### config.mk
export PLATFORM = sky130hd
export DESIGN_NAME = bdr_resolver
export DESIGN_NICKNAME = d
export VERILOG_FILES = /design/src/rtl/bdr_pkg.sv /design/src/rtl/bdr_decode.sv /design/src/rtl/bdr_cond.sv /design/src/rtl/bdr_target.sv /design/src/rtl/bdr_resolver.sv
export SDC_FILE = /design/constraint.sdc
export NUM_CORES = 1
export LEC_CHECK = 0
export ABC_AREA = 1
export BUFFER_PORTS_ARGS = -buffer_cell sky130_fd_sc_hd__buf_2
export CAP_MARGIN = 20
export CORE_MARGIN = 2
export CORE_UTILIZATION = 32
export DETAILED_ROUTE_END_ITERATION = 8
export PLACE_DENSITY = 0.58
export SYNTH_ARGS = -nofsm -noshare
export SYNTH_HDL_FRONTEND = slang
export SYNTH_SLANG_ARGS = --single-unit
### constraint.sdc
create_clock -name clk -period 8.3 [get_ports clk]
set_clock_uncertainty 0.15 [all_clocks]
set_input_delay 1.245 -clock clk [delete_from_list [all_inputs] [get_ports clk]]
set_output_delay 1.245 -clock clk [all_outputs]
set_load 0.01 [all_outputs]
### src/rtl/bdr_pkg.sv
// Shared encodings and decode descriptor for the next-PC resolver.
// Assumes the classic 32-bit three-format encoding: opcode in [31:26].
package bdr_pkg;
    localparam logic [5:0] OP_SPECIAL = 6'h00;
    localparam logic [5:0] OP_REGIMM  = 6'h01;
    localparam logic [5:0] OP_J       = 6'h02;
    localparam logic [5:0] OP_JAL     = 6'h03;
    localparam logic [5:0] OP_BEQ     = 6'h04;
    localparam logic [5:0] OP_BNE     = 6'h05;
    localparam logic [5:0] OP_BLEZ    = 6'h06;
    localparam logic [5:0] OP_BGTZ    = 6'h07;
    localparam logic [5:0] OP_COP1    = 6'h11;
    localparam logic [5:0] OP_BEQL    = 6'h14;
    localparam logic [5:0] OP_BNEL    = 6'h15;
    localparam logic [5:0] OP_BLEZL   = 6'h16;
    localparam logic [5:0] OP_BGTZL   = 6'h17;

    localparam logic [5:0] FN_JR      = 6'h08;
    localparam logic [5:0] FN_JALR    = 6'h09;

    // Where the resume address comes from.
    typedef enum logic [1:0] {
        TGT_NONE,
        TGT_REG,
        TGT_JUMP,
        TGT_BRANCH
    } tgt_e;

    // Which condition a conditional branch evaluates.
    typedef enum logic [2:0] {
        CND_EQ,
        CND_NE,
        CND_LEZ,
        CND_GTZ,
        CND_LTZ,
        CND_GEZ,
        CND_FCLR,
        CND_FSET
    } cnd_e;

    typedef struct packed {
        tgt_e       tgt;
        cnd_e       cnd;
        logic       link;
        logic [4:0] link_idx;
    } dec_t;
endpackage

### src/rtl/bdr_decode.sv
// Classifies an instruction into a compact descriptor: resume-address
// source, branch condition and link destination. Likely forms map onto
// the same descriptor as their plain forms. Link targets of r0 are
// dropped here. Assumes only opcode, rt, rd and function fields matter.
module bdr_decode
    import bdr_pkg::*;
#(
    parameter int LINK_REG = 31
) (
    input  logic [5:0] op_i,
    input  logic [4:0] rt_i,
    input  logic [4:0] rd_i,
    input  logic [5:0] fn_i,
    output dec_t       dec_o
);
    localparam logic [4:0] LINK_IDX = 5'(LINK_REG);

    dec_t d;

    // Opcode/field lookup into the descriptor.
    always_comb begin
        d = '{tgt: TGT_NONE, cnd: CND_EQ, link: 1'b0, link_idx: 5'd0};
        case (op_i)
            OP_SPECIAL: begin
                if (fn_i == FN_JR) begin
                    d.tgt = TGT_REG;
                end else if (fn_i == FN_JALR) begin
                    d.tgt      = TGT_REG;
                    d.link     = 1'b1;
                    d.link_idx = rd_i;
                end
            end
            OP_REGIMM: begin
                case (rt_i)
                    5'h00, 5'h02: begin d.tgt = TGT_BRANCH; d.cnd = CND_LTZ; end
                    5'h01, 5'h03: begin d.tgt = TGT_BRANCH; d.cnd = CND_GEZ; end
                    5'h10, 5'h12: begin
                        d.tgt = TGT_BRANCH; d.cnd = CND_LTZ;
                        d.link = 1'b1; d.link_idx = LINK_IDX;
                    end
                    5'h11, 5'h13: begin
                        d.tgt = TGT_BRANCH; d.cnd = CND_GEZ;
                        d.link = 1'b1; d.link_idx = LINK_IDX;
                    end
                    default: ;
                endcase
            end
            OP_J:   d.tgt = TGT_JUMP;
            OP_JAL: begin
                d.tgt = TGT_JUMP; d.link = 1'b1; d.link_idx = LINK_IDX;
            end
            OP_BEQ,  OP_BEQL:  begin d.tgt = TGT_BRANCH; d.cnd = CND_EQ;  end
            OP_BNE,  OP_BNEL:  begin d.tgt = TGT_BRANCH; d.cnd = CND_NE;  end
            OP_BLEZ, OP_BLEZL: begin d.tgt = TGT_BRANCH; d.cnd = CND_LEZ; end
            OP_BGTZ, OP_BGTZL: begin d.tgt = TGT_BRANCH; d.cnd = CND_GTZ; end
            OP_COP1: begin
                if (rt_i < 5'd4) begin
                    d.tgt = TGT_BRANCH;
                    d.cnd = rt_i[0] ? CND_FSET : CND_FCLR;
                end
            end
            default: ;
        endcase
    end

    // Drop writes aimed at the hard-wired zero register.
    always_comb begin
        dec_o = d;
        if (d.link_idx == 5'd0) dec_o.link = 1'b0;
    end
endmodule

### src/rtl/bdr_cond.sv
// Evaluates the branch condition named by the descriptor. Integer
// comparisons are two's-complement. The floating-point condition bit sits
// at FCC_BASE for cc 0 and at FCC_BASE+1+cc above that.
module bdr_cond
    import bdr_pkg::*;
#(
    parameter int XLEN     = 32,
    parameter int FCSR_W   = 32,
    parameter int FCC_BASE = 23
) (
    input  cnd_e              cnd_i,
    input  logic [XLEN-1:0]   rs_val_i,
    input  logic [XLEN-1:0]   rt_val_i,
    input  logic [FCSR_W-1:0] fcsr_i,
    input  logic [2:0]        cc_i,
    output logic              taken_o
);
    localparam int IDX_W = $clog2(FCSR_W);

    logic [IDX_W-1:0] bit_idx;
    logic             fbit;
    logic             rs_neg;
    logic             rs_zero;

    // Irregular condition-bit position: a gap follows the first bit.
    always_comb begin
        if (cc_i == 3'd0) bit_idx = IDX_W'(FCC_BASE);
        else              bit_idx = IDX_W'(FCC_BASE + 1) + IDX_W'(cc_i);
    end

    assign fbit    = fcsr_i[bit_idx];
    assign rs_neg  = rs_val_i[XLEN-1];
    assign rs_zero = (rs_val_i == '0);

    // Condition select.
    always_comb begin
        case (cnd_i)
            CND_EQ:   taken_o = (rs_val_i == rt_val_i);
            CND_NE:   taken_o = (rs_val_i != rt_val_i);
            CND_LEZ:  taken_o = rs_neg || rs_zero;
            CND_GTZ:  taken_o = !rs_neg && !rs_zero;
            CND_LTZ:  taken_o = rs_neg;
            CND_GEZ:  taken_o = !rs_neg;
            CND_FCLR: taken_o = !fbit;
            CND_FSET: taken_o = fbit;
            default:  taken_o = 1'b0;
        endcase
    end
endmodule

### src/rtl/bdr_target.sv
// Computes the three candidate resume addresses in parallel: fall-through
// past the delay slot, PC-relative branch target, and region jump target.
// Assumes 4-byte instructions and a 28-bit jump region.
module bdr_target #(
    parameter int XLEN = 32
) (
    input  logic [XLEN-1:0] pc_i,
    input  logic [15:0]     imm_i,
    input  logic [25:0]     tgt_i,
    output logic [XLEN-1:0] seq_o,
    output logic [XLEN-1:0] br_o,
    output logic [XLEN-1:0] jmp_o
);
    localparam int RGN_W = XLEN - 28;

    logic [XLEN-1:0] pc4;
    logic [XLEN-1:0] offset;

    assign pc4    = pc_i + XLEN'(4);
    assign offset = {{(XLEN-18){imm_i[15]}}, imm_i, 2'b00};
    assign seq_o  = pc_i + XLEN'(8);
    assign br_o   = pc4 + offset;
    // Region bits come from the delay-slot address, not the branch address.
    assign jmp_o  = {pc4[XLEN-1 -: RGN_W], tgt_i, 2'b00};
endmodule

### src/rtl/bdr_resolver.sv
// Top of the next-PC resolver. Decodes the instruction, evaluates the
// condition, picks the resume address and registers the response one
// cycle after the request. Unaligned addresses override every result.
// Assumes the caller supplies rs/rt values already read for this insn.
module bdr_resolver
    import bdr_pkg::*;
#(
    parameter int XLEN     = 32,
    parameter int FCSR_W   = 32,
    parameter int FCC_BASE = 23,
    parameter int LINK_REG = 31
) (
    input  logic              clk,
    input  logic              rst_n,
    input  logic              req_valid,
    input  logic [XLEN-1:0]   req_pc,
    input  logic [31:0]       req_insn,
    input  logic [XLEN-1:0]   req_rs_val,
    input  logic [XLEN-1:0]   req_rt_val,
    input  logic [FCSR_W-1:0] req_fcsr,
    output logic              rsp_valid,
    output logic [XLEN-1:0]   rsp_next_pc,
    output logic              rsp_link_we,
    output logic [4:0]        rsp_link_idx,
    output logic [XLEN-1:0]   rsp_link_data,
    output logic              rsp_misalign,
    output logic              rsp_no_update
);
    dec_t            dec;
    logic            taken;
    logic [XLEN-1:0] seq_pc, br_pc, jmp_pc;
    logic            misalign;
    logic [XLEN-1:0] nxt_pc;
    logic            nxt_we;
    logic            nxt_hold;

    bdr_decode #(.LINK_REG(LINK_REG)) u_dec (
        .op_i  (req_insn[31:26]),
        .rt_i  (req_insn[20:16]),
        .rd_i  (req_insn[15:11]),
        .fn_i  (req_insn[5:0]),
        .dec_o (dec)
    );

    bdr_cond #(.XLEN(XLEN), .FCSR_W(FCSR_W), .FCC_BASE(FCC_BASE)) u_cond (
        .cnd_i    (dec.cnd),
        .rs_val_i (req_rs_val),
        .rt_val_i (req_rt_val),
        .fcsr_i   (req_fcsr),
        .cc_i     (req_insn[20:18]),
        .taken_o  (taken)
    );

    bdr_target #(.XLEN(XLEN)) u_tgt (
        .pc_i  (req_pc),
        .imm_i (req_insn[15:0]),
        .tgt_i (req_insn[25:0]),
        .seq_o (seq_pc),
        .br_o  (br_pc),
        .jmp_o (jmp_pc)
    );

    assign misalign = |req_pc[1:0];

    // Resume-address select; fault and unknown encodings hold the PC.
    always_comb begin
        nxt_hold = 1'b0;
        case (dec.tgt)
            TGT_REG:    nxt_pc = req_rs_val;
            TGT_JUMP:   nxt_pc = jmp_pc;
            TGT_BRANCH: nxt_pc = taken ? br_pc : seq_pc;
            default: begin
                nxt_pc   = req_pc;
                nxt_hold = 1'b1;
            end
        endcase
        nxt_we = dec.link;
        if (misalign) begin
            nxt_pc   = req_pc;
            nxt_hold = 1'b0;
            nxt_we   = 1'b0;
        end
    end

    // Response register: loads on a request, cleared by reset.
    always_ff @(posedge clk) begin
        if (!rst_n) begin
            rsp_valid     <= 1'b0;
            rsp_next_pc   <= '0;
            rsp_link_we   <= 1'b0;
            rsp_link_idx  <= '0;
            rsp_link_data <= '0;
            rsp_misalign  <= 1'b0;
            rsp_no_update <= 1'b0;
        end else begin
            rsp_valid <= req_valid;
            if (req_valid) begin
                rsp_next_pc   <= nxt_pc;
                rsp_link_we   <= nxt_we;
                rsp_link_idx  <= nxt_we ? dec.link_idx : 5'd0;
                rsp_link_data <= nxt_we ? seq_pc : '0;
                rsp_misalign  <= misalign;
                rsp_no_update <= nxt_hold;
            end
        end
    end

    assert_fault_quiet_R1: assert property (@(posedge clk) disable iff (!rst_n)
        rsp_valid && rsp_misalign |->
            !rsp_link_we && !rsp_no_update && rsp_next_pc == $past(req_pc));

    assert_link_data_R3: assert property (@(posedge clk) disable iff (!rst_n)
        rsp_valid && rsp_link_we |-> rsp_link_data == $past(req_pc) + XLEN'(8));

    assert_hold_pc_R10: assert property (@(posedge clk) disable iff (!rst_n)
        rsp_valid && rsp_no_update |->
            !rsp_link_we && !rsp_misalign && rsp_next_pc == $past(req_pc));

    assert_no_r0_link_R11: assert property (@(posedge clk) disable iff (!rst_n)
        rsp_link_we |-> rsp_link_idx != 5'd0);

    assert_rsp_follows_R12: assert property (@(posedge clk) disable iff (!rst_n)
        req_valid |=> rsp_valid);

    assert_rsp_idle_R12: assert property (@(posedge clk) disable iff (!rst_n)
        !req_valid |=> !rsp_valid);
endmodule

======== Word-level counts from Yosys, hierarchy flattened ========
Cells that the tools add are included.
cells by class
  $add $sub $neg .......................... 4
  magnitude comparators ................... 2
  eq/ne operators ......................... 33
  multiplexer cells ....................... 24
  reduce and logical (&&, ||, !) cells .... 21
operators by type and width
  operator                                              count
  two-way mux 32 bit                                    3
  one-hot mux 32 bit (3 select lines)                   1
  adder 32 x 3 -> 32 bit (second input constant)        1
  adder 32 bit                                          1
  adder 32 x 4 -> 32 bit (second input constant)        1
  equality test 32 bit                                  1
  logical NOT 32 bit                                    1
  inequality test 32 bit                                1
  equality test 6 x 5 -> 1 bit (second input constant)  5
  equality test 6 x 3 -> 1 bit (second input constant)  4
  equality test 5 bit (second input constant)           4
  two-way mux 6 bit                                     3
  one-hot mux 6 bit (3 select lines)                    1
  two-way mux 5 bit                                     3
  one-hot mux 3 bit (5 select lines)                    1
  equality test 3 bit (second input constant)           4
  equality test 6 x 2 -> 1 bit (second input constant)  2
  equality test 6 x 4 -> 1 bit (second input constant)  2
  OR reduction 4 bit                                    3
  equality test 5 x 2 -> 1 bit (second input constant)  2
  logical NOT 5 bit                                     2
  one-hot mux 2 bit (5 select lines)                    1
  one-hot mux 5 bit (2 select lines)                    1
  OR reduction 2 bit                                    5
  19 further kinds                                      31
storage, ports and cells
  flip-flop bits (word level) ............. 73
  input bits .............................. 163
  output and inout bits ................... 73
  logic and storage cells ................. 91

======== Logic depth before layout (Yosys ltp) ========
  word-level depth ........................ 9
  depth in mapped cells ................... 25
  gate-level depth less buffers ........... 25

======== By module ========
Synthesis repeated with hierarchy kept, for this count alone.
second synthesis, totals
  cell total of the unflattened synthesis .. 1587
  area total of the unflattened synthesis .. 8988.6 um2
modules (own cells, without submodules)
  module        instances  cells each  area each (um2)  sequential area each (um2)
  bdr_resolver  1          707         4237.8           1461.4
  bdr_target    1          669         3659.8           0.0
  bdr_cond      1          156         809.5            0.0
  bdr_decode    1          55          281.5            0.0

======== Worst setup path before layout ========
OpenSTA, ideal clock, no wires.
  path type ............................... input -> register
  start point ............................. in req_pc[3]
  end point ............................... reg rsp_next_pc[26]
  setup time .............................. 0.112 ns
  arrival time ............................ 3.904 ns
  required time ........................... 8.038 ns
  path slack .............................. 4.134 ns
  stages .................................. 21
  path buffers ............................ 0
  cells stage by stage .................... ha_1 nand2_1 nor2_1 nand2_1 nor2_1 nand3_1 xor2_1 a21oi_1 ha_1 inv_1 nor3_1 nand4_1 or2_2 nand3_1 nand2_1 nand2_1 nand3_1 nand3_1 nand2_1 nand2_1 nand2_1
on the way
  word-level cells in the longest chain between the ends .. 5
  elaborated cells between the ends (all ways) .. 6
  classes of those cells .................. add/sub: 3; mux: 3
ends and longest elaborated chain
  what                                     line                source
  start, declared                          bdr_resolver.sv:16  input logic [XLEN-1:0] req_pc,
  adder 32 x 3 -> 32 bit                   bdr_target.sv:19    assign pc4 = pc_i + XLEN'(4);
  adder 32 bit                             bdr_target.sv:22    assign br_o = pc4 + offset;
  two-way mux 32 bit (*)                   bdr_resolver.sv:71  TGT_BRANCH: nxt_pc = taken ? br_pc : seq_pc;
  one-hot mux 32 bit (3 select lines) (*)  bdr_resolver.sv:68  case (dec.tgt)
  two-way mux 32 bit (*)                   bdr_resolver.sv:78  if (misalign) begin
  end signal, assigned                     bdr_resolver.sv:98  rsp_next_pc <= nxt_pc;
  end, declared                            bdr_resolver.sv:22  output logic [XLEN-1:0] rsp_next_pc,
Mark *: on every way between the ends. The rest lies on a longest branch, timed or not.
A chain may end at the register's enable or synchronous reset.

======== Worst setup path after layout ========
  start point ............................. in req_pc[2]
  end point ............................... reg rsp_next_pc[31]
on the way
  word-level cells in the longest chain between the ends .. 5
  elaborated cells between the ends (all ways) .. 6
  classes of those cells .................. add/sub: 3; mux: 3
ends and longest elaborated chain
  what                                     line
  adder 32 x 3 -> 32 bit                   bdr_target.sv:19
  adder 32 bit                             bdr_target.sv:22
  two-way mux 32 bit                       bdr_resolver.sv:71
  one-hot mux 32 bit (3 select lines) (*)  bdr_resolver.sv:68
  two-way mux 32 bit (*)                   bdr_resolver.sv:78
Marked as above.

==> qor.yml <==
num_antenna_cells: 0
drt_iter0_drc: 711
path_common_cell: "nand2_1"
slowest_stage: "nor2_1"
synth_ff_type: "dfxtp_1"
dp_cells: 1822
layout_min_cycle_time_ps: 5140
maxSlewViolCount: 0
pre_cts_ws_ps: 2970
vias_per_cell: 4.98
cp_max_fo: 9
fill_cells: 2719
worstPathCellList: "buf_2 > ha_1 > nand3_1 > nor2_1 > inv_1 > nor2_1 > nand2_1 > nor2_1 > nand2_1 > xor2_1 > inv_1 > ha_1 > a21oi_1 > nand2_1 > a21oi_1 > nand2_1 > a21oi_1 > nand2_1 > nand2_1 > nand3_1 > nand3_1 > nand2_1 > nand2_1 > nand2_1"
placementRows: 56
finalWirelength_um: 31500
avgSynthCellArea_sq_um: 5.83
crit_path_start: "req_pc[2]"
ant_nets: 0
critPathKind: "input pin to flip-flop"
placed_cell_area_sq_um: 9050
fin_nets: 1714
cp-start-kind: "input pin"
rsz0062_at_grt: "false"
ys_ff_latch: 73
gp_congestion: 0.994
p_per_area_nw_per_um2: 121
grt_pass1_wl_um: 48100
p_leak_nw: 4.87
drc: 0
dr.pass1.iters: 5
cts_hold_buffers: 0
pin_count: 236
die-width_um: 160
final_common_cell: "nand2_1"
wire_per_inst_um: 17.1
cp_num_buf_inv: 3
via_count: 9153
initial_core_util_pct: 32.8
grt_max_degree: 54
final_hold_viol_count: 0
overflow: 0
p_switching_mw: 0.397
cp_top_family: "simple AND/OR/NAND/NOR gates"
hold_path_class: "flip-flop to flip-flop"
instances_no_fill: 1839
syn_to_final_growth_pct: 21.0
stdcell_area_sq_um: 9380
yosysTopAreaCell: "nand2_1"
intPower_mw: 0.734
h-tree-depth: 3
setup_slack_ps: 3160
grt_usage_pct: 24.0
synth-edff-count: 0
yosysUniqueCellTypes: 44
crit_cells: 24
async_flop_share_pct: 0
r2r_setup_slack_ps: 7530
hpwl_um: 26100
synthCells: 1329
cts_tree: "done"
critPathMaxStageDelay_ps: 380
post_cts_buffers: 0
numCtsBuffers: 9
cts.sinks: 73
clock_latency_ps: 330
cts_max_path_buffers: 2
crit_required_ps: 8380
antenna_found_initial: 0
drive_gt1_share_pct: 17.8
cap_violations: 0
clock.fmax_mhz: 194
slew_headroom_pct: 35.6
r2r-end: "rsp_misalign"
fin_hold_ws_ps: 278
vdd_drop_max_v: 0.0000782
reg2regPathDepth: 2
cts_resized: 0
synth_nets: 1528
timing.final.crit_share_pct: 62.0
synth_warnings: 0
setup-tns-final_ps: 0
synth-seq-area-share_pct: 18.9
cp-end-kind: "flip-flop"
clkTransAtPathRegs_ps: 60
dieHeight_um: 160
cp.arrival_ps: 5220
tightest_slew_ps: 964
hold_depth: 2
setup_viol: 0
grt_pass1_vias: 8599
crit_path_end: "rsp_next_pc[31]"
layout_common_cells: "nand2_1 (469), buf_2 (211), inv_1 (142), nor2_1 (135), nand3_1 (118)"
port-buffer-count: 211
dieArea_sq_um: 25500
status: "complete, no violations"
synth.top_cell.area_share_pct: 22.7
core-area_sq_um: 23600
synth_area_leaders: "nand2_1 (23%), dfxtp_1 (19%), nand3_1 (7.6%)"
power_frac_clock_pct: 34.8
switching_share_pct: 35.1
p_seq_share_pct: 32.4
pwr-share-comb_pct: 32.8
cts_root_buffer: "clkbuf_16"
syn_area_sq_um: 7750
timing.rr.start: "rsp_misalign"
-- logic make-up (layout without fill, tap and decap cells) --
logic type,Yosys count,count (layout),synth area share [%]
compound gates,150,150,12.6
xor+xnor,89,89,10.1
fa+ha+maj,36,36,5.91
buf+inv,188,379,9.78
flops,73,73,18.9
simple gates,793,793,42.8
-- flip-flops by register name, summed over array words and instances, names as in the netlist --
| signal | cells |
|---|---|
| rsp_link_data | 32 |
| rsp_link_we | 1 |
| rsp_valid | 1 |
| rsp_misalign | 1 |
| rsp_no_update | 1 |
| rsp_link_idx | 5 |
| rsp_next_pc | 32 |
-- worst reg2reg max path, stage by stage (launching register included) --
cell,delay [ps]
dfxtp_1,300
o21ai_0,150
nor2_1,60
-- final cells by class --
cell class / instances / area, sq um / share of cell area, %
Clock inverter: 6 / 65.1 / 0.694
Tap cell: 319 / 399 / 4.26
Timing Repair Buffer: 218 / 1130 / 12.0
Clock buffer: 10 / 239 / 2.55
Sequential cell: 73 / 1460 / 15.6
Inverter: 145 / 544 / 5.80
Multi-Input combinational cell: 1068 / 5540 / 59.1
-- through the flow --
stage / power (mW) / utilization [%]
detailed placement: 0.740 / 38.3
global placement: 0.738 / 38.3
floorplan: 0.603 / -
CTS: 1.14 / 39.6
finish: 1.13 / 39.7
global route: 1.20 / 39.7
-- Yosys cell counts (2+ instances only) --
cell type  count
nand2_1      469
inv_1        142
nor2_1       137
nand3_1      118
a21oi_1       74
dfxtp_1       73
xor2_1        49
xnor2_1       40
ha_1          35
o21ai_0       29
nor3_1        25
clkbuf_1      23
nand4_1       20
a221oi_1      16
buf_2         11
a221oi_2      10
a21o_1         7
nor2_2         5
nor3_2         5
buf_6          4
inv_2          3
nand2_2        3
and3_1         2
buf_1          2
buf_4          2
nand4_2        2
nor4_1         2
o21ai_2        2
o21bai_1       2
o22ai_1        2
o31ai_1        2
-- power by group through the flow --
stage	clock network, mW	logic [mW]	registers, mW
4_1_cts	0.401	0.367	0.367
5_1_grt	0.419	0.412	0.368
3_5_place_dp	0	0.365	0.374
3_3_place_gp	0	0.364	0.374
2_1_floorplan	0	0.224	0.379
6_report	0.394	0.371	0.367
-- routing by layer --
layer  routed length [um]  global-route usage, %  vias up
li1                     -                      -     4652
met1                13700                   30.5     4191
met2                15500                   43.2      273
met3                 1620                   3.09       37
met4                  658                   5.41        0
met5                    0                      0        -
-- worst min-delay path by stage --
stage	startpoint	end	slack [ps]
6_report	rsp_link_data[0]	rsp_link_data[0]	280
5_1_grt	rsp_link_data[0]	rsp_link_data[0]	300
4_1_cts	rsp_link_data[0]	rsp_link_data[0]	280
3_5_place_dp	rsp_link_data[0]	rsp_link_data[0]	270
3_3_place_gp	rsp_link_data[1]	rsp_link_data[1]	260
2_1_floorplan	rsp_link_data[0]	rsp_link_data[0]	300
Power figures use the tool's default switching activity.
